--- config.mk ---
export PLATFORM = sky130hd
export DESIGN_NAME = bitonic_count_net
export DESIGN_NICKNAME = d
export VERILOG_FILES = /design/src/rtl/cnet_pkg.sv /design/src/rtl/cnet_toggle_ctl.sv /design/src/rtl/cnet_layer.sv /design/src/rtl/bitonic_count_net.sv
export SDC_FILE = /design/constraint.sdc
export NUM_CORES = 1
export LEC_CHECK = 0
export ABC_CLOCK_PERIOD_IN_PS = 1700
export CAP_MARGIN = 20
export CORE_MARGIN = 1
export CORE_UTILIZATION = 40
export DETAILED_ROUTE_END_ITERATION = 16
export REMOVE_ABC_BUFFERS = 1
export SLEW_MARGIN = 20
export SYNTH_ARGS = -nofsm -noshare
export SYNTH_HDL_FRONTEND = slang
export SYNTH_SLANG_ARGS = --single-unit
export TNS_END_PERCENT = 100
--- constraint.sdc ---
create_clock -name clk -period 1.7 [get_ports clk]
set_input_delay 0.34 -clock clk [delete_from_list [all_inputs] [get_ports clk]]
set_output_delay 0.34 -clock clk [all_outputs]
set_load 0.01 [all_outputs]
--- src/rtl/cnet_pkg.sv ---
package cnet_pkg;

  // Strobes from a toggle controller to the layer datapath.
  typedef struct packed {
    logic toLow;
    logic toHigh;
  } balRoute_t;

  // Stage index s (1-based) of global layer L: stage s holds s layers.
  function automatic int layerStage(input int L);
    int s;
    int acc;
    s = 1;
    acc = 0;
    while (L >= acc + s) begin
      acc += s;
      s++;
    end
    return s;
  endfunction

  // Step t (1-based) of global layer L inside its merger stage.
  function automatic int layerStep(input int L);
    int s;
    int acc;
    s = 1;
    acc = 0;
    while (L >= acc + s) begin
      acc += s;
      s++;
    end
    return L - acc + 1;
  endfunction

  // Position in the first merger layer taken by merger input p (merger size m).
  function automatic int mergePos(input int m, input int p);
    int pos;
    int size;
    int idx;
    int k;
    int q;
    bit upper;
    bit toA;
    pos = 0;
    size = m;
    idx = p;
    while (size > 2) begin
      k = size / 2;
      upper = (idx >= k);
      q = upper ? idx - k : idx;
      toA = upper ? (q % 2 == 1) : (q % 2 == 0);
      idx = (upper ? k / 2 : 0) + q / 2;
      if (!toA) pos += k;
      size = k;
    end
    return pos + idx;
  endfunction

  // Inverse of mergePos: which merger input feeds first-layer position r.
  function automatic int mergeSrc(input int m, input int r);
    int found;
    found = 0;
    for (int p = 0; p < m; p++) begin
      if (mergePos(m, p) == r) found = p;
    end
    return found;
  endfunction

  // Index in the previous layer's vector that drives input position pos of layer L.
  // Element j of a layer reads positions 2j (a) and 2j+1 (b), writes 2j (low) and 2j+1 (high).
  function automatic int srcFor(input int L, input int pos);
    int s;
    int t;
    int m;
    int base;
    int b;
    int i;
    s = layerStage(L);
    t = layerStep(L);
    if (t == 1) begin
      m = 1 << s;
      base = (pos / m) * m;
      return base + mergeSrc(m, pos - base);
    end
    b = 1 << t;
    base = (pos / b) * b;
    i = pos / 2 - base / 2;
    return base + i + (pos % 2) * (b / 2);
  endfunction

endpackage

--- src/rtl/cnet_toggle_ctl.sv ---
module cnet_toggle_ctl
  import cnet_pkg::*;
(
  input  logic      clk,
  input  logic      rst,
  input  logic      tokA,
  input  logic      tokB,
  output balRoute_t route
);

  logic steerHigh;
  logic lone;
  logic pair;

  assign lone = tokA ^ tokB;
  assign pair = tokA & tokB;

  always_comb begin
    route.toLow  = pair | (lone & ~steerHigh);
    route.toHigh = pair | (lone & steerHigh);
  end

  always_ff @(posedge clk) begin
    if (rst) steerHigh <= 1'b0;
    else if (lone) steerHigh <= ~steerHigh;
  end

  AST_LONE_ALTERNATES: assert property (@(posedge clk) disable iff (rst)
    (lone && $past(!rst) && $past(lone)) |-> (route.toLow == $past(route.toHigh)));

  AST_ROUTE_BALANCED: assert property (@(posedge clk) disable iff (rst)
    $countones({route.toLow, route.toHigh}) == $countones({tokA, tokB}));

  AST_PAIR_KEEPS_TOGGLE: assert property (@(posedge clk) disable iff (rst)
    (pair && !$past(rst)) |=> (steerHigh == $past(steerHigh)));

  AST_RESET_STARTS_LOW: assert property (@(posedge clk) disable iff (rst)
    ($past(rst) && lone) |-> (route.toLow && !route.toHigh));

endmodule

--- src/rtl/cnet_layer.sv ---
module cnet_layer
  import cnet_pkg::*;
#(
  parameter int WIDTH = 8,
  parameter int LAYER = 0
) (
  input  logic             clk,
  input  logic             rst,
  input  logic [WIDTH-1:0] prevVec,
  output logic [WIDTH-1:0] nextVec
);

  localparam int HALF = WIDTH / 2;

  logic [WIDTH-1:0] inVec;
  balRoute_t        route [HALF];

  for (genvar pos = 0; pos < WIDTH; pos++) begin : g_wire
    localparam int SRC = srcFor(LAYER, pos);
    assign inVec[pos] = prevVec[SRC];
  end

  for (genvar j = 0; j < HALF; j++) begin : g_bal
    cnet_toggle_ctl u_ctl (
      .clk  (clk),
      .rst  (rst),
      .tokA (inVec[2*j]),
      .tokB (inVec[2*j+1]),
      .route(route[j])
    );
  end

  always_ff @(posedge clk) begin
    if (rst) begin
      nextVec <= '0;
    end else begin
      for (int j = 0; j < HALF; j++) begin
        nextVec[2*j]   <= route[j].toLow;
        nextVec[2*j+1] <= route[j].toHigh;
      end
    end
  end

  AST_LAYER_ONE_CYCLE: assert property (@(posedge clk) disable iff (rst)
    !$past(rst) |-> ($countones(nextVec) == $past($countones(prevVec))));

  AST_LAYER_RESET_CLEAR: assert property (@(posedge clk)
    $past(rst) |-> (nextVec == '0));

endmodule

--- src/rtl/bitonic_count_net.sv ---
module bitonic_count_net #(
  parameter int WIDTH = 8
) (
  input  logic             clk,
  input  logic             rst,
  input  logic [WIDTH-1:0] tokIn,
  output logic [WIDTH-1:0] tokOut
);

  localparam int LOG_W      = $clog2(WIDTH);
  localparam int NUM_LAYERS = LOG_W * (LOG_W + 1) / 2;

  logic [WIDTH-1:0] stageVec [NUM_LAYERS+1];

  assign stageVec[0] = tokIn;

  for (genvar L = 0; L < NUM_LAYERS; L++) begin : g_layer
    cnet_layer #(
      .WIDTH(WIDTH),
      .LAYER(L)
    ) u_layer (
      .clk    (clk),
      .rst    (rst),
      .prevVec(stageVec[L]),
      .nextVec(stageVec[L+1])
    );
  end

  assign tokOut = stageVec[NUM_LAYERS];

endmodule

==> out/results.tsv <==
stage	metric	value	unit
floorplanning	IO Pins	18	
placement	Detailed Place HPWL	2.404	mm
synth	ys flop type	dfxtp_1	
setup_path	Setup crit start	g_layer[5].u_layer.nextVec[5]	
global_route	initial antenna violation count	0	
clock_tree	clock sink total	72	
synth	most frequent cell after synthesis	dfxtp_1	
timing	setup_tns	0	ns
setup_path	crit path launch type	flip-flop	
setup_path	reg2reg end	g_layer[2].u_layer.nextVec[7]	
timing	Max transition margin	0.7260	
floorplanning	core area	6832	um2
timing	Final setup viols	0	
drt	total number of vias	1766	
floorplanning	Die Ht	86.34	um
finish	ANT cells	0	
synth	area share of the largest cell type after synthesis	0.5066	
synth	Post-synth EDFFs	0	
timing	Max Clock Freq	660.5	MHz
setup_path	Crit. End Element	primary output	
clock_tree	CTS Root Cell	clkbuf_8	
synth	Post-Syn Instances	272	
worst_hold_path	worst min path class	in -> reg	
clock_tree	Skew-Pair Late Insertion Delay	0.34	ns
setup_path	sequence of cells on the critical path	clkdlybuf4s50_1	
timing	unrepaired setup endpoints after global routing	no	
timing	final count of pins violating max slew	0	
global_route	routing usage on met3	0.05143	
drt	DRT iter0 DRCs	29	
timing	Hold Vio Cnt, Final	0	
global_route	first-pass GRT wire length	6.548	mm
pwr	Leak Pwr	0.001245	uW
setup_path	Worst Path Buf+Inv	1	
drt	drt drc	0	
clock_tree	Max clock buf depth	2	
placement	Port Buf Inserts	17	
clock_tree	Clock Pin Slew Worst Setup and Hold Paths	0.07	ns
synth	register bit total from synthesis	72	
floorplanning	Die ar.	7455	um2
drt	DRT Pass-1 Iters	4	
global_route	pin count of the biggest net entering global routing	73	
synth	top cells by area, synth	dfxtp_1 (51%), a21oi_2 (14%), ha_1 (11%)	
timing	Final period util	0.8905	
clock_tree	Post-CTS Hold Fix Bufs	0	
clock_tree	H-tree depth	3	
timing	Least-Margin Pin Slew	0.4110	ns
finish	P&R area growth vs syn	15.30	%
drt	Routed WL	3.575	mm
timing	Period minus WS final	1.514	ns
floorplanning	Starting Density	0.4165	
clock_tree	# resized after CTS	0	
clock_tree	TritonCTS Buffers	9	
global_route	Most Used Layer, Global Route	met2	
placement	DP Area	3060	um2
placement	GPL Wtd Cong	0.6660	
drt	wire per inst	9.074	um
setup_path	CP peak stage delay	0.52	ns
synth	cell taking the most area after synthesis	dfxtp_1	
synth	asr flop ratio synth	0	
setup_path	CP max FO	1	
global_route	met2 GRT Util	0.2121	
outcome	outcome	complete, no violations	
finish	fin nets	327	
global_route	number of global-route vias before repair	1648	
drt	DRT antenna net count	0	
pwr	maximum VDD drop	0.5861	mV
global_route	All-Layer GR Usage	0.1163	
global_route	met1 Use GR	0.1047	
setup_path	Slowest cell on crit path	clkdlybuf4s50_1	
floorplanning	Core Rows	30	
synth	Seq/Total Area, Yosys	0.5066	
setup_path	CP delay by family, top	buffers and inverters	
setup_path	critical path depth	1	
floorplanning	Die X	86.34	um
clock_tree	TritonCTS clock tree	yes	
pwr	Power Dens Cells	1152	nW/um2
drt	via/cell ratio	4.482	
global_route	remaining global-route overflow	0	
finish	Register Area	1441	um2
synth	Yosys cell types	8	
finish	final instance area	3281	um2
setup_path	kind of critical path	reg -> out	
setup_path	CP required	1.36	ns
synth	Syn. warnings	0	
synth	Post-synth top cells	dfxtp_1 (72), nand2b_1 (48), a21oi_2 (46), a21oi_1 (26)	
setup_path	worst r2r src	g_layer[1].u_layer.nextVec[5]	
synth	Post-Syn Area	2845	um2
finish	ratio of cells with drive above 1 in the final layout	0.2148	
finish	FILL cells	677	
job	max-cap viol count	0	
setup_path	Arr. time, crit path	1.17	ns
setup_path	r2r worst-path depth	3	
setup_path	R2R setup slack	0.71	ns
clock_tree	Setup Fix Bufs, Post-CTS	0	
finish	area occupied by multi-input gates	1224	um2
synth	Avg Inst Size Synth	10.46	um2
setup_path	Setup crit end	tokOut[5]	
timing	clock skew	0.005975	ns
## flip-flops by register name, summed over array words and instances (netlist names)
name and count:
g_layer.u_layer.nextVec 48, g_layer.u_layer.g_bal.u_ctl.steerHigh 24
## final cells by class
cell class              count  share of cell area
clock inverters             6             0.02517
well taps                  96             0.03661
flip-flops and latches     72              0.4394
inverters                  24             0.02746
repair buffers             18             0.05645
multi-input cells         168              0.3730
clock buffers              10             0.04195
## power by group
group / internal (uW) / switching (uW) / total, uW
Sequential: 1820 / 64.1 / 1880
Clock: 858 / 607 / 1460
Combinational: 213 / 218 / 430
Total: 2890 / 888 / 3780
## cell families after synthesis
kind of cell | Yosys count | share of synthesized area
compound gates | 72 | 0.1873
simple gates | 72 | 0.1372
flops | 72 | 0.5066
buf+inv | 32 | 0.06333
fa+ha+maj | 24 | 0.1055
## placed cells by master (no fill, tap or decap)
cell type	n
inv_1	24
dfxtp_1	72
ha_1	24
buf_2	1
nand2b_1	48
clkinv_2	3
nor2_1	24
bufinv_16	2
a21oi_2	46
buf_12	1
clkbuf_8	10
a21oi_1	26
clkinvlp_4	1
clkdlybuf4s50_1	16
## worst min path at each step
stage	start	to	slack, ns	cells after the start
final	rst	g_layer[0].u_layer.nextVec[7]	0.48	3
after global routing	rst	g_layer[0].u_layer.nextVec[7]	0.50	3
after CTS	rst	g_layer[0].u_layer.nextVec[7]	0.49	3
after detailed placement	g_layer[2].u_layer.g_bal[3].u_ctl.steerHigh	g_layer[2].u_layer.g_bal[3].u_ctl.steerHigh	0.48	2
after global placement	g_layer[2].u_layer.g_bal[3].u_ctl.steerHigh	g_layer[2].u_layer.g_bal[3].u_ctl.steerHigh	0.47	2
after floorplan	rst	g_layer[0].u_layer.g_bal[0].u_ctl.steerHigh	0.40	1
## layer usage
layer | vias to the layer above | share of wire
met5 | - | 0
met4 | 0 | 0.027
met3 | 9 | 0.044
met2 | 27 | 0.51
met1 | 793 | 0.42
li1 | 937 | -
## through the flow
step	power (uW)	util	std cells	setup slack, ns	hold WS (ns)
floorplan	2229	-	264	0.7551	0.4024
global placement	2347	0.4480	378	0.3037	0.4745
CTS	3845	0.4802	394	0.1548	0.4889
finish	3778	0.4802	394	0.1861	0.4831
detailed placement	2358	0.4480	378	0.2867	0.4797
global route	3985	0.4802	394	0.1175	0.5038
No activity file was read; power rests on OpenSTA's default activity.
